`src/rtl/tpat_pkg.sv`:
```
package tpat_pkg;

    localparam int unsigned CHAR_W    = 8;
    localparam int unsigned NUM_CHARS = 6;
    localparam int unsigned WORD_W    = CHAR_W * NUM_CHARS;
    localparam int unsigned ENTRY_W   = WORD_W + NUM_CHARS;

    // Flags in the upper bits, characters in the lower bits.
    typedef struct packed {
        logic [NUM_CHARS-1:0] kflags;
        logic [WORD_W-1:0]    chars;
    } tp_entry_t;

    typedef enum logic {
        PB_IDLE = 1'b0,
        PB_RUN  = 1'b1
    } pb_state_t;

    function automatic tp_entry_t to_entry(input logic [ENTRY_W-1:0] raw);
        return tp_entry_t'(raw);
    endfunction

endpackage

```
`src/rtl/tpat_edge_rise.sv`:
```
module tpat_edge_rise (
    input  logic clk,
    input  logic rst,
    input  logic level_i,
    output logic pulse_o
);
    logic level_q;

    always_ff @(posedge clk) begin
        if (rst) level_q <= 1'b0;
        else     level_q <= level_i;
    end

    assign pulse_o = level_i & ~level_q;

    // a held strobe yields exactly one write pulse
    p_one_pulse_r3: assert property (@(posedge clk) disable iff (rst)
        pulse_o |=> !pulse_o);

endmodule

```
`src/rtl/tpat_cell_store.sv`:
```
module tpat_cell_store
    import tpat_pkg::*;
#(
    parameter int unsigned NUM_CELLS = 8,
    localparam int unsigned PTR_W    = $clog2(NUM_CELLS)
) (
    input  logic             clk,
    input  logic             rst,
    input  logic             wr_en,
    input  tp_entry_t        wr_data,
    input  logic [PTR_W-1:0] rd_ptr,
    output tp_entry_t        rd_data
);
    localparam logic [PTR_W-1:0] LAST = PTR_W'(NUM_CELLS - 1);

    logic [PTR_W-1:0] wr_ptr;
    tp_entry_t        cells [NUM_CELLS];

    always_ff @(posedge clk) begin
        if (rst)        wr_ptr <= '0;
        else if (wr_en) wr_ptr <= (wr_ptr == LAST) ? '0 : wr_ptr + 1'b1;
    end

    for (genvar c = 0; c < NUM_CELLS; c++) begin : g_cell
        always_ff @(posedge clk) begin
            if (rst)
                cells[c] <= '0;
            else if (wr_en && wr_ptr == PTR_W'(c))
                cells[c] <= wr_data;
        end
    end

    assign rd_data = cells[rd_ptr];

    // write position wraps from the last cell to cell 0
    p_wr_wrap_r3: assert property (@(posedge clk) disable iff (rst)
        (wr_en && wr_ptr == LAST) |=> wr_ptr == '0);

    // without a write the position stays put
    p_wr_hold_r10: assert property (@(posedge clk) disable iff (rst)
        !wr_en |=> $stable(wr_ptr));

endmodule

```
`src/rtl/tpat_playback.sv`:
```
module tpat_playback
    import tpat_pkg::*;
#(
    parameter int unsigned NUM_CELLS = 8,
    localparam int unsigned PTR_W    = $clog2(NUM_CELLS)
) (
    input  logic             clk,
    input  logic             rst,
    input  logic             enable_i,
    input  logic             grant_i,
    output logic             req_o,
    output logic [PTR_W-1:0] rd_ptr_o
);
    localparam logic [PTR_W-1:0] LAST = PTR_W'(NUM_CELLS - 1);

    pb_state_t state;
    logic      take;
    logic      at_last;

    assign req_o   = (state == PB_RUN);
    assign take    = req_o & grant_i;
    assign at_last = (rd_ptr_o == LAST);

    always_ff @(posedge clk) begin
        if (rst) begin
            state    <= PB_IDLE;
            rd_ptr_o <= '0;
        end else begin
            case (state)
                PB_IDLE: if (enable_i) state <= PB_RUN;
                PB_RUN: begin
                    if (take) begin
                        rd_ptr_o <= at_last ? '0 : rd_ptr_o + 1'b1;
                        if (at_last && !enable_i) state <= PB_IDLE;
                    end
                end
                default: state <= PB_IDLE;
            endcase
        end
    end

    // position moves only on a taken grant
    p_hold_rd_r4: assert property (@(posedge clk) disable iff (rst)
        !(req_o && grant_i) |=> $stable(rd_ptr_o));

    // every round begins at cell 0
    p_start_zero_r5: assert property (@(posedge clk) disable iff (rst)
        $rose(req_o) |-> rd_ptr_o == '0);

    // request only drops right after the grant of the last cell
    p_stop_last_r6: assert property (@(posedge clk) disable iff (rst)
        $fell(req_o) |-> ($past(grant_i) && $past(rd_ptr_o) == LAST && !$past(enable_i)));

    // enabled playback keeps requesting
    p_keep_run_r6: assert property (@(posedge clk) disable iff (rst)
        (req_o && enable_i) |=> req_o);

    // idle plus enable raises the request next cycle
    p_start_r7: assert property (@(posedge clk) disable iff (rst)
        (!req_o && enable_i) |=> req_o);

endmodule

```
`src/rtl/tpat_injector.sv`:
```
module tpat_injector
    import tpat_pkg::*;
#(
    parameter int unsigned NUM_CELLS = 8,
    localparam int unsigned PTR_W    = $clog2(NUM_CELLS)
) (
    input  logic               clk,
    input  logic               rst,
    input  logic               cfg_new_data,
    input  logic               cfg_tp_enable,
    input  logic [ENTRY_W-1:0] cfg_tp_data,
    input  logic               slot_grant,
    output logic               slot_req,
    output logic [WORD_W-1:0]  tp_chars,
    output logic [NUM_CHARS-1:0] tp_kflags
);
    logic             wr_pulse;
    logic [PTR_W-1:0] rd_ptr;
    tp_entry_t        rd_entry;

    tpat_edge_rise u_edge (
        .clk     (clk),
        .rst     (rst),
        .level_i (cfg_new_data),
        .pulse_o (wr_pulse)
    );

    tpat_cell_store #(.NUM_CELLS(NUM_CELLS)) u_store (
        .clk     (clk),
        .rst     (rst),
        .wr_en   (wr_pulse),
        .wr_data (to_entry(cfg_tp_data)),
        .rd_ptr  (rd_ptr),
        .rd_data (rd_entry)
    );

    tpat_playback #(.NUM_CELLS(NUM_CELLS)) u_play (
        .clk      (clk),
        .rst      (rst),
        .enable_i (cfg_tp_enable),
        .grant_i  (slot_grant),
        .req_o    (slot_req),
        .rd_ptr_o (rd_ptr)
    );

    assign tp_chars  = rd_entry.chars;
    assign tp_kflags = rd_entry.kflags;

    // no request while in reset
    p_reset_idle_r1: assert property (@(posedge clk)
        rst |=> !slot_req);

endmodule

```
`config.mk`:
```
export PLATFORM = sky130hd
export DESIGN_NAME = tpat_injector
export DESIGN_NICKNAME = d
export VERILOG_FILES = /design/src/rtl/tpat_pkg.sv /design/src/rtl/tpat_edge_rise.sv /design/src/rtl/tpat_cell_store.sv /design/src/rtl/tpat_playback.sv /design/src/rtl/tpat_injector.sv
export SDC_FILE = /design/constraint.sdc
export NUM_CORES = 1
export LEC_CHECK = 0
export BUFFER_PORTS_ARGS = -buffer_cell sky130_fd_sc_hd__buf_2
export CAP_MARGIN = 20
export CORE_MARGIN = 5
export CORE_UTILIZATION = 36
export DETAILED_ROUTE_END_ITERATION = 6
export MAX_ROUTING_LAYER = met4
export PLACE_DENSITY = 0.54
export SYNTH_ARGS = -nofsm -noshare
export SYNTH_HDL_FRONTEND = slang
export SYNTH_SLANG_ARGS = --single-unit
```
`constraint.sdc`:
```
create_clock -name clk -period 3.6 [get_ports clk]
set_input_delay 0.54 -clock clk [delete_from_list [all_inputs] [get_ports clk]]
set_output_delay 0.54 -clock clk [all_outputs]
set_load 0.03 [all_outputs]
```
==> results of run 1 <==
==> cell usage in the layout, fill, tap and decap left out, types with 4 or more instances in the layout <==
cell and n:
dfxtp_1 8, edfxtp_1 432, clkbuf_1 10, clkinv_1 15, clkbuf_16 47, diode_2 11, buf_12 11, mux4_2 108
and2_1 432, mux2_2 54, clkbuf_8 4, buf_4 21, ha_1 8, inv_1 4, a21oi_1 4, buf_2 113
nor2_1 7, nand2_1 5
==> through the flow <==
step           cell area, sq um  instances  power [W]  setup TNS (ps)
3_3_place_gp              21300       1942    0.00707               0
5_1_grt                   22800       2038     0.0120               0
2_1_floorplan             19800       1170    0.00668          -11520
3_5_place_dp              21300       1942    0.00708               0
4_1_cts                   22800       2028     0.0117               0
6_report                  22800       2039     0.0116               0
==> tightest hold or removal path, delay by kind of cell <==
family / cells / cell delay, ps
AO/OA/AOI/OAI: 1 / 30
AND/OR/NAND/NOR: 1 / 70
buffers and inverters: 1 / 70
==> power breakdown <==
part	switching, W	total, W	internal (W)	leakage, nW
Sequential	0.0000792	0.00598	0.00590	4.58
Combinational	0.000596	0.000966	0.000370	3.03
Clock	0.00201	0.00464	0.00263	0.702
==> sequential cells by signal, indices dropped and copies added, names as in the netlist, named ones only <==
signal and count:
u_store.wr_ptr 3, u_play.req_o 1, u_play.rd_ptr_o 3, u_edge.level_q 1, u_store.cells 432
==> synth_stat cells (all sizes together) <==
cell type | instances | area [sq um]
a211oi | 1 | 7.51
a21o | 1 | 7.51
a21oi | 4 | 20.0
a31o | 2 | 17.5
a41o | 2 | 20.0
and2 | 432 | 2700
and2b | 1 | 7.51
and3 | 2 | 12.5
and3b | 1 | 8.76
buf | 28 | 214
clkbuf | 49 | 196
dfxtp | 11 | 220
edfxtp | 432 | 13000
ha | 8 | 100
inv | 4 | 15.0
mux2 | 54 | 608
mux2i | 2 | 20.0
mux4 | 108 | 2430
nand2 | 6 | 25.0
nand2b | 1 | 6.26
nand3 | 2 | 10.0
nand3b | 2 | 27.5
nor2 | 7 | 26.3
nor2b | 2 | 12.5
nor3 | 3 | 30.0
nor4b | 2 | 47.6
o21bai | 3 | 22.5
==> final cells by class <==
class | instances | area (sq um)
well taps | 704 | 881
fillers | 4872 | 32000
multi-input cells | 646 | 6260
clock buffers | 61 | 1270
diodes | 11 | 27.5
inverters | 4 | 15.0
clock inverters | 25 | 188
flip-flops and latches | 443 | 13200
repair buffers | 145 | 943
==> path summary, 6_finish.rpt <==
| path | start | endpoint | slack [ps] | cells after the start |
|---|---|---|---|---|
| max | register | tp_chars[12] | 390 | 4 |
| max reg2reg | u_store.wr_ptr[2] | u_store.cells[3][27] | 1320 | 5 |
| min | cfg_tp_enable | u_play.req_o | 180 | 3 |
| min reg2reg | u_play.rd_ptr_o[2] | register | 480 | 2 |
==> metal layers <==
metal,up-vias,track usage,wire length (um)
met1,5322,0.228,22400
met5,-,-,0
met3,67,0.0339,2060
met2,199,0.279,24600
met4,0,0.0343,952
li1,4607,-,-
==> kinds of logic after synthesis <==
| logic type | count (synthesis) |
|---|---|
| DFF | 443 |
| AOI/OAI and AO/OA | 13 |
| and+or+nand+nor | 461 |
| muxes | 164 |
| buffers and inverters | 81 |
| adders and majority gates | 8 |
==> impl_metrics.json, run 1 <==
{
  "post_cts_resized": 0,
  "coreArea_sq_um": 54800,
  "crit_chain": "buf_12 -> mux4_2 -> mux2_2 -> buf_2",
  "htree_levels": 2,
  "die_h_um": 244,
  "start_util": 0.361,
  "hold_buffers": 0,
  "slowest_delay_ps": 610,
  "synth_seq_cells": 443,
  "clk-insertion-delay-late_ps": 590,
  "path_class": "reg -> out",
  "maxSlewHeadroom": 0.429,
  "numCtsBuffers": 47,
  "grt-ovfl-total": 0,
  "worstPathArrival_ps": 2670,
  "gp_congestion": 0.705,
  "dr.first_iter.drc_count": 727,
  "synth_fp_nets": 1237,
  "vias": 10195,
  "p_per_area_nw_per_um2": 508,
  "yosys_warnings": 0,
  "dieWidth_um": 244,
  "syn_area_per_cell_sq_um": 16.9,
  "synth_adder_area_share": 0.00506,
  "pre_cts_ws_ps": 888,
  "routed_wl_mm": 50.1,
  "fin_util": 0.416,
  "cts_sinks": 443,
  "drv_slew": 0,
  "critPathMaxFanout": 38,
  "synthSimpleGateAreaFrac": 0.147,
  "rsz0062_at_grt": "false",
  "grt_usage": 0.171,
  "post_cts.repair.setup_buffers": 0,
  "required_ps": 3060,
  "die-area_sq_um": 59800,
  "numPortBuffers": 113,
  "status": "finished, final reports clean",
  "cp_num_buf_inv": 2,
  "cts_buffer_depth": 3,
  "antenna_found_initial": 13,
  "finalCriticalPeriod_ps": 3210,
  "core.rowCount": 86,
  "grt_pass1_vias": 10916,
  "slowest_stage": "dfxtp_4",
  "syn_inst": 1170,
  "synth_top_family_by_area": "multiplexers",
  "drv_cap": 0,
  "grt_max_degree": 55,
  "antenna_left": 0,
  "nNetsFinal": 1354,
  "cts_tree": "built",
  "skew_ps": 31.3,
  "netlist-cell-type-count": 35,
  "synth-seq-area-share": 0.667,
  "vdd_drop_max_mv": 0.305,
  "cp-start-kind": "register",
  "grt_pass1_wl_mm": 74.0,
  "synth_compound_area_frac": 0.00480,
  "fin_crit_sh": 0.892,
  "hpwlAfterDp_mm": 26.9,
  "drc": 0,
  "layout-drive-gt1-share": 0.294,
  "hold_violations": 0,
  "whs_ps": 183,
  "p_leak_nw": 8.32,
  "cpLargestDelayFamily": "multiplexers",
  "wl_per_cell_um": 24.5,
  "synth_mux_area_frac": 0.155,
  "cts.clk_slew.worst_paths_ps": 50,
  "max_freq_ghz": 0.312,
  "synth_xor_area_frac": 0,
  "setup_ws_ps": 390,
  "synthesis.area_sq_um": 19800,
  "endpoint_kind": "output port",
  "ios": 114,
  "vias_per_cell": 5.00,
  "setup_violations": 0,
  "tightest_slew_ps": 857,
  "min_path_type": "in -> reg",
  "cts_root_buffer": "clkbuf_16",
  "areaGrowthSynthToFinish_pct": 15.2,
  "dr.pass1.iters": 4
}
Note: power is estimated with default switching activity, not from simulation.
==> inputs of run 2 (changes only) <==
PLACE_DENSITY = 0.52   (was 0.54)
clock period = 3.9 ns   (was 3.6 ns; I/O delays follow)
==> impl_metrics.json, run 2 (synthesis results as in run 1) <==
{
  "grt_pass1_vias": 10848,
  "grt_pass1_wl_mm": 76.6,
  "fin_crit_sh": 0.833,
  "numCtsBuffers": 48,
  "start_util": 0.361,
  "setup_ws_ps": 650,
  "reg_top3": "u_store.cells (432), u_play.rd_ptr_o (3), u_store.wr_ptr (3)",
  "p_per_area_nw_per_um2": 480,
  "vdd_drop_max_mv": 0.309,
  "p_total_w": 0.0110,
  "slowest_delay_ps": 810,
  "hold_start": "cfg_tp_enable",
  "met1_usage": 0.250,
  "gp_congestion": 0.686,
  "ios": 114,
  "cts.clk_slew.worst_paths_ps": 50,
  "rsz0062_at_grt": "false",
  "cp-start-kind": "register",
  "die_h_um": 244,
  "clk-insertion-delay-late_ps": 590,
  "maxSlewHeadroom": 0.263,
  "drc": 0,
  "tns_ps": 0,
  "met2_usage": 0.275,
  "worstPathArrival_ps": 2670,
  "grt-ovfl-total": 0,
  "skew_ps": 13.6,
  "largest_register_ffs": 432,
  "tightest_slew_ps": 1100,
  "coreArea_sq_um": 54800,
  "antenna_left": 0,
  "status": "finished, final reports clean",
  "critPathMaxFanout": 41,
  "top_register": "u_store.cells",
  "dr.pass1.iters": 5,
  "top_usage_layer": "met2",
  "vias": 10189,
  "pre_cts_ws_ps": 1200,
  "layout-drive-gt1-share": 0.298,
  "core.rowCount": 86,
  "cts_tree": "built",
  "dieWidth_um": 244,
  "nNetsFinal": 1354,
  "antenna_found_initial": 8,
  "finalCriticalPeriod_ps": 3250,
  "grt_usage": 0.179,
  "drv_cap": 0,
  "p_leak_nw": 8.36,
  "grt_max_degree": 55,
  "cts_buffer_depth": 3,
  "dr.first_iter.drc_count": 739,
  "timing.rr.start": "u_store.wr_ptr[0]",
  "max_freq_ghz": 0.308,
  "path_class": "reg -> out",
  "cts_root_buffer": "clkbuf_16",
  "wl_per_cell_um": 25.5,
  "vias_per_cell": 5.02,
  "crit_chain": "buf_4 -> mux4_2 -> mux2_2 -> buf_2",
  "cts_sinks": 443,
  "endpoint_kind": "output port",
  "areaGrowthSynthToFinish_pct": 15.5,
  "post_cts_resized": 0,
  "met3_usage": 0.0431,
  "numPortBuffers": 113,
  "hpwlAfterDp_mm": 27.0,
  "min_path_type": "in -> reg",
  "routed_wl_mm": 51.8,
  "htree_levels": 2,
  "hold_buffers": 0,
  "hold_violations": 0,
  "slowest_stage": "dfxtp_4",
  "required_ps": 3310,
  "post_cts.repair.setup_buffers": 0,
  "die-area_sq_um": 59800,
  "layout_common_cells": "and2_1 (432), edfxtp_1 (432), buf_2 (113)",
  "setup_violations": 0,
  "drv_slew": 0
}
==> run 2: cell types whose count changed in the layout (fill, tap and decap cells not counted), sizes merged <==
cell | before | now
clkinv | 20 | 14
diode | 11 | 6
bufinv | 2 | 6
buf | 145 | 144
clkbuf | 61 | 60
clkinvlp | 2 | 1
inv | 5 | 6
==> run 2: worst paths after layout <==
| path | slack, ps | cells after the start | to |
|---|---|---|---|
| setup / recovery | 650 | 4 | tp_chars[13] |
| hold / removal | 220 | 3 | u_play.req_o |
| setup reg to reg | 1500 | 5 | u_store.cells[2][18] |
| hold reg to reg | 480 | 2 | register |
==> run 2: critical path, delay by kind of cell, from the launching register on <==
family / cells / cell delay [ps]
buffers and inverters: 2 / 600
flip-flops: 1 / 810
multiplexers: 2 / 660
==> run 2: stage by stage <==
step	hold WS, ps	util	area [sq um]	cells
after detailed placement	471	0.389	21300	1941
after global placement	467	0.389	21300	1941
after CTS	181	0.417	22800	2024
after floorplan	454	-	19800	1170
after global routing	190	0.417	22900	2030
final	219	0.417	22900	2030
==> run 2: metal layers <==
metal  wire length, um  share of wire
met3              2970          0.057
met2             24200           0.47
met5                 0              0
met4               651          0.013
met1             23900           0.46
==> run 2: area by class of cell <==
cell class                      count  area [sq um]
Antenna cell                        6          15.0
Clock buffer                       60          1270
Clock inverter                     23           275
Fill cell                        4818         31900
Inverter                            4          15.0
Multi-Input combinational cell    646          6280
Sequential cell                   443         13200
Tap cell                          704           881
Timing Repair Buffer              144           923
==> run 2: report_power, final <==
| group | internal, W | total, W | leakage [nW] | switching, W |
|---|---|---|---|---|
| Clock | 0.00269 | 0.00456 | 0.752 | 0.00187 |
| Combinational | 0.000342 | 0.000900 | 3.03 | 0.000558 |
| Sequential | 0.00545 | 0.00552 | 4.58 | 0.0000743 |
| Total | 0.00848 | 0.0110 | 8.36 | 0.00250 |
==> inputs of run 3 (changes only) <==
PLACE_DENSITY = 0.54   (was 0.52)
clock period = 2.9 ns   (was 3.9 ns; I/O delays follow)
==> impl_metrics.json, run 3 (synthesis results as in run 1) <==
{
  "status": "finished, final reports clean",
  "cts.clk_slew.worst_paths_ps": 60,
  "tns_ps": 0,
  "hold_path_depth": 3,
  "dr.first_iter.drc_count": 791,
  "required_ps": 2470,
  "antenna_left": 0,
  "cts_root_buffer": "clkbuf_16",
  "pre_cts_ws_ps": 577,
  "ios": 114,
  "slowest_stage": "mux4_2",
  "slowest_delay_ps": 550,
  "tightest_slew_ps": 979,
  "cpLargestDelayFamily": "multiplexers",
  "min_path_type": "in -> reg",
  "post_cts.repair.setup_buffers": 0,
  "dr.pass1.iters": 4,
  "die-area_sq_um": 59800,
  "vdd_drop_max_mv": 0.415,
  "reg_top3": "u_store.cells (432), u_play.rd_ptr_o (3), u_store.wr_ptr (3)",
  "dieWidth_um": 244,
  "endpoint_kind": "output port",
  "grt-ovfl-total": 0,
  "nNetsFinal": 1374,
  "drv_slew": 0,
  "largest_register_ffs": 432,
  "finalCriticalPeriod_ps": 2830,
  "timing.rr.start": "u_store.wr_ptr[2]",
  "cts_buffer_depth": 3,
  "setup_violations": 0,
  "rrSetupSlack_ps": 630,
  "routed_wl_mm": 50.4,
  "power_frac_clock": 0.412,
  "wl_per_cell_um": 24.5,
  "hold_violations": 0,
  "path_class": "reg -> out",
  "core.rowCount": 86,
  "max_freq_ghz": 0.354,
  "rsz0062_at_grt": "true",
  "cts_tree": "built",
  "power_frac_seq": 0.504,
  "setup_ws_ps": 74.8,
  "drc": 0,
  "cts_sinks": 443,
  "hold_start": "cfg_tp_enable",
  "cp-start-kind": "register",
  "htree_levels": 2,
  "vias_per_cell": 5.05,
  "grt_pass1_vias": 11131,
  "crit_chain": "buf_16 -> mux4_2 -> mux2_2 -> buf_2",
  "drv_cap": 0,
  "worstPathArrival_ps": 2390,
  "hpwlAfterDp_mm": 28.7,
  "start_util": 0.361,
  "p_leak_nw": 8.48,
  "antenna_found_initial": 6,
  "power.switching_w": 0.00345,
  "clk-insertion-delay-late_ps": 590,
  "p_int_w": 0.0113,
  "fin_crit_sh": 0.974,
  "rr_worst_depth": 3,
  "skew_ps": 21.9,
  "whs_ps": 63.3,
  "gp_congestion": 0.718,
  "switching_share": 0.235,
  "die_h_um": 244,
  "grt_pass1_wl_mm": 75.7,
  "grt_max_degree": 52,
  "numCtsBuffers": 50,
  "maxSlewHeadroom": 0.346,
  "p_per_area_nw_per_um2": 638,
  "dp.cells": 1959,
  "critPathMaxFanout": 39,
  "layout_common_cells": "and2_1 (432), edfxtp_1 (432), buf_2 (113)",
  "fin_util": 0.421,
  "numPortBuffers": 113,
  "r2r-end": "u_store.cells[6][49]",
  "top_register": "u_store.cells",
  "cp_num_buf_inv": 2,
  "areaGrowthSynthToFinish_pct": 16.6,
  "coreArea_sq_um": 54800,
  "min_to": "u_play.req_o",
  "vias": 10373,
  "pwr-share-comb": 0.084,
  "fin_cells": 2054,
  "layout-drive-gt1-share": 0.309,
  "grt_usage": 0.174
}
run 3: cell count changes in the layout (fill, tap and decap cells not counted), moves of 3 or more:
cell,change
clkinv_1,+8
buf_4,+12
clkbuf_1,-6
clkinv_2,+4
bufinv_16,-3
clkinvlp_4,+3
buf_12,+5
run 3: final cells by class:
cell class / count / area (sq um)
Multi-Input combinational cell: 646 / 6260
Timing Repair Buffer: 162 / 1140
Tap cell: 704 / 881
Clock buffer: 56 / 1280
Fill cell: 4837 / 31700
Clock inverter: 34 / 270
Sequential cell: 443 / 13200
Inverter: 4 / 15.0
Antenna cell: 5 / 12.5
run 3: per-stage QoR:
stage	total power, W	cell area, sq um
6_report	0.0147	23100
5_1_grt	0.0153	23100
4_1_cts	0.0149	23000
3_5_place_dp	0.00883	21500
3_3_place_gp	0.00881	21500
2_1_floorplan	0.00830	19800
run 3: layer usage:
layer / wire length (um) / vias to the layer above / part of all wire / track usage
li1: - / 4638 / - / -
met5: 0 / - / 0 / -
met1: 22700 / 5437 / 0.45 / 0.238
met2: 24300 / 231 / 0.48 / 0.276
met3: 2330 / 67 / 0.046 / 0.0339
met4: 995 / 0 / 0.020 / 0.0384
run 3: power by group through the flow:
stage / Sequential [W] / Combinational [W] / Clock (W)
detailed placement: 0.00755 / 0.00127 / 0
floorplan: 0.00752 / 0.000771 / 0
CTS: 0.00742 / 0.00128 / 0.00621
global route: 0.00744 / 0.00134 / 0.00649
global placement: 0.00754 / 0.00127 / 0
finish: 0.00742 / 0.00124 / 0.00606
run 3: timing repair:
item,4_1_cts,5_1_grt
resized for setup,0,1
endpoints found under the setup margin,0,22
hold buffers,0,0
run 3: worst max path at each step:
stage,from,end,depth (start not counted)
final,register,tp_chars[9],4
after floorplan,u_store.wr_ptr[0],u_store.cells[2][0],4
after detailed placement,u_store.wr_ptr[2],u_store.cells[6][18],3
after global routing,register,tp_chars[9],4
after global placement,u_store.wr_ptr[2],u_store.cells[6][18],3
after CTS,register,tp_chars[9],4
run 3: worst reg2reg max path, cell delays in order, from the launching register on:
cell	delay (ps)
dfxtp_1	590
inv_1	220
o21bai_4	820
buf_4	350
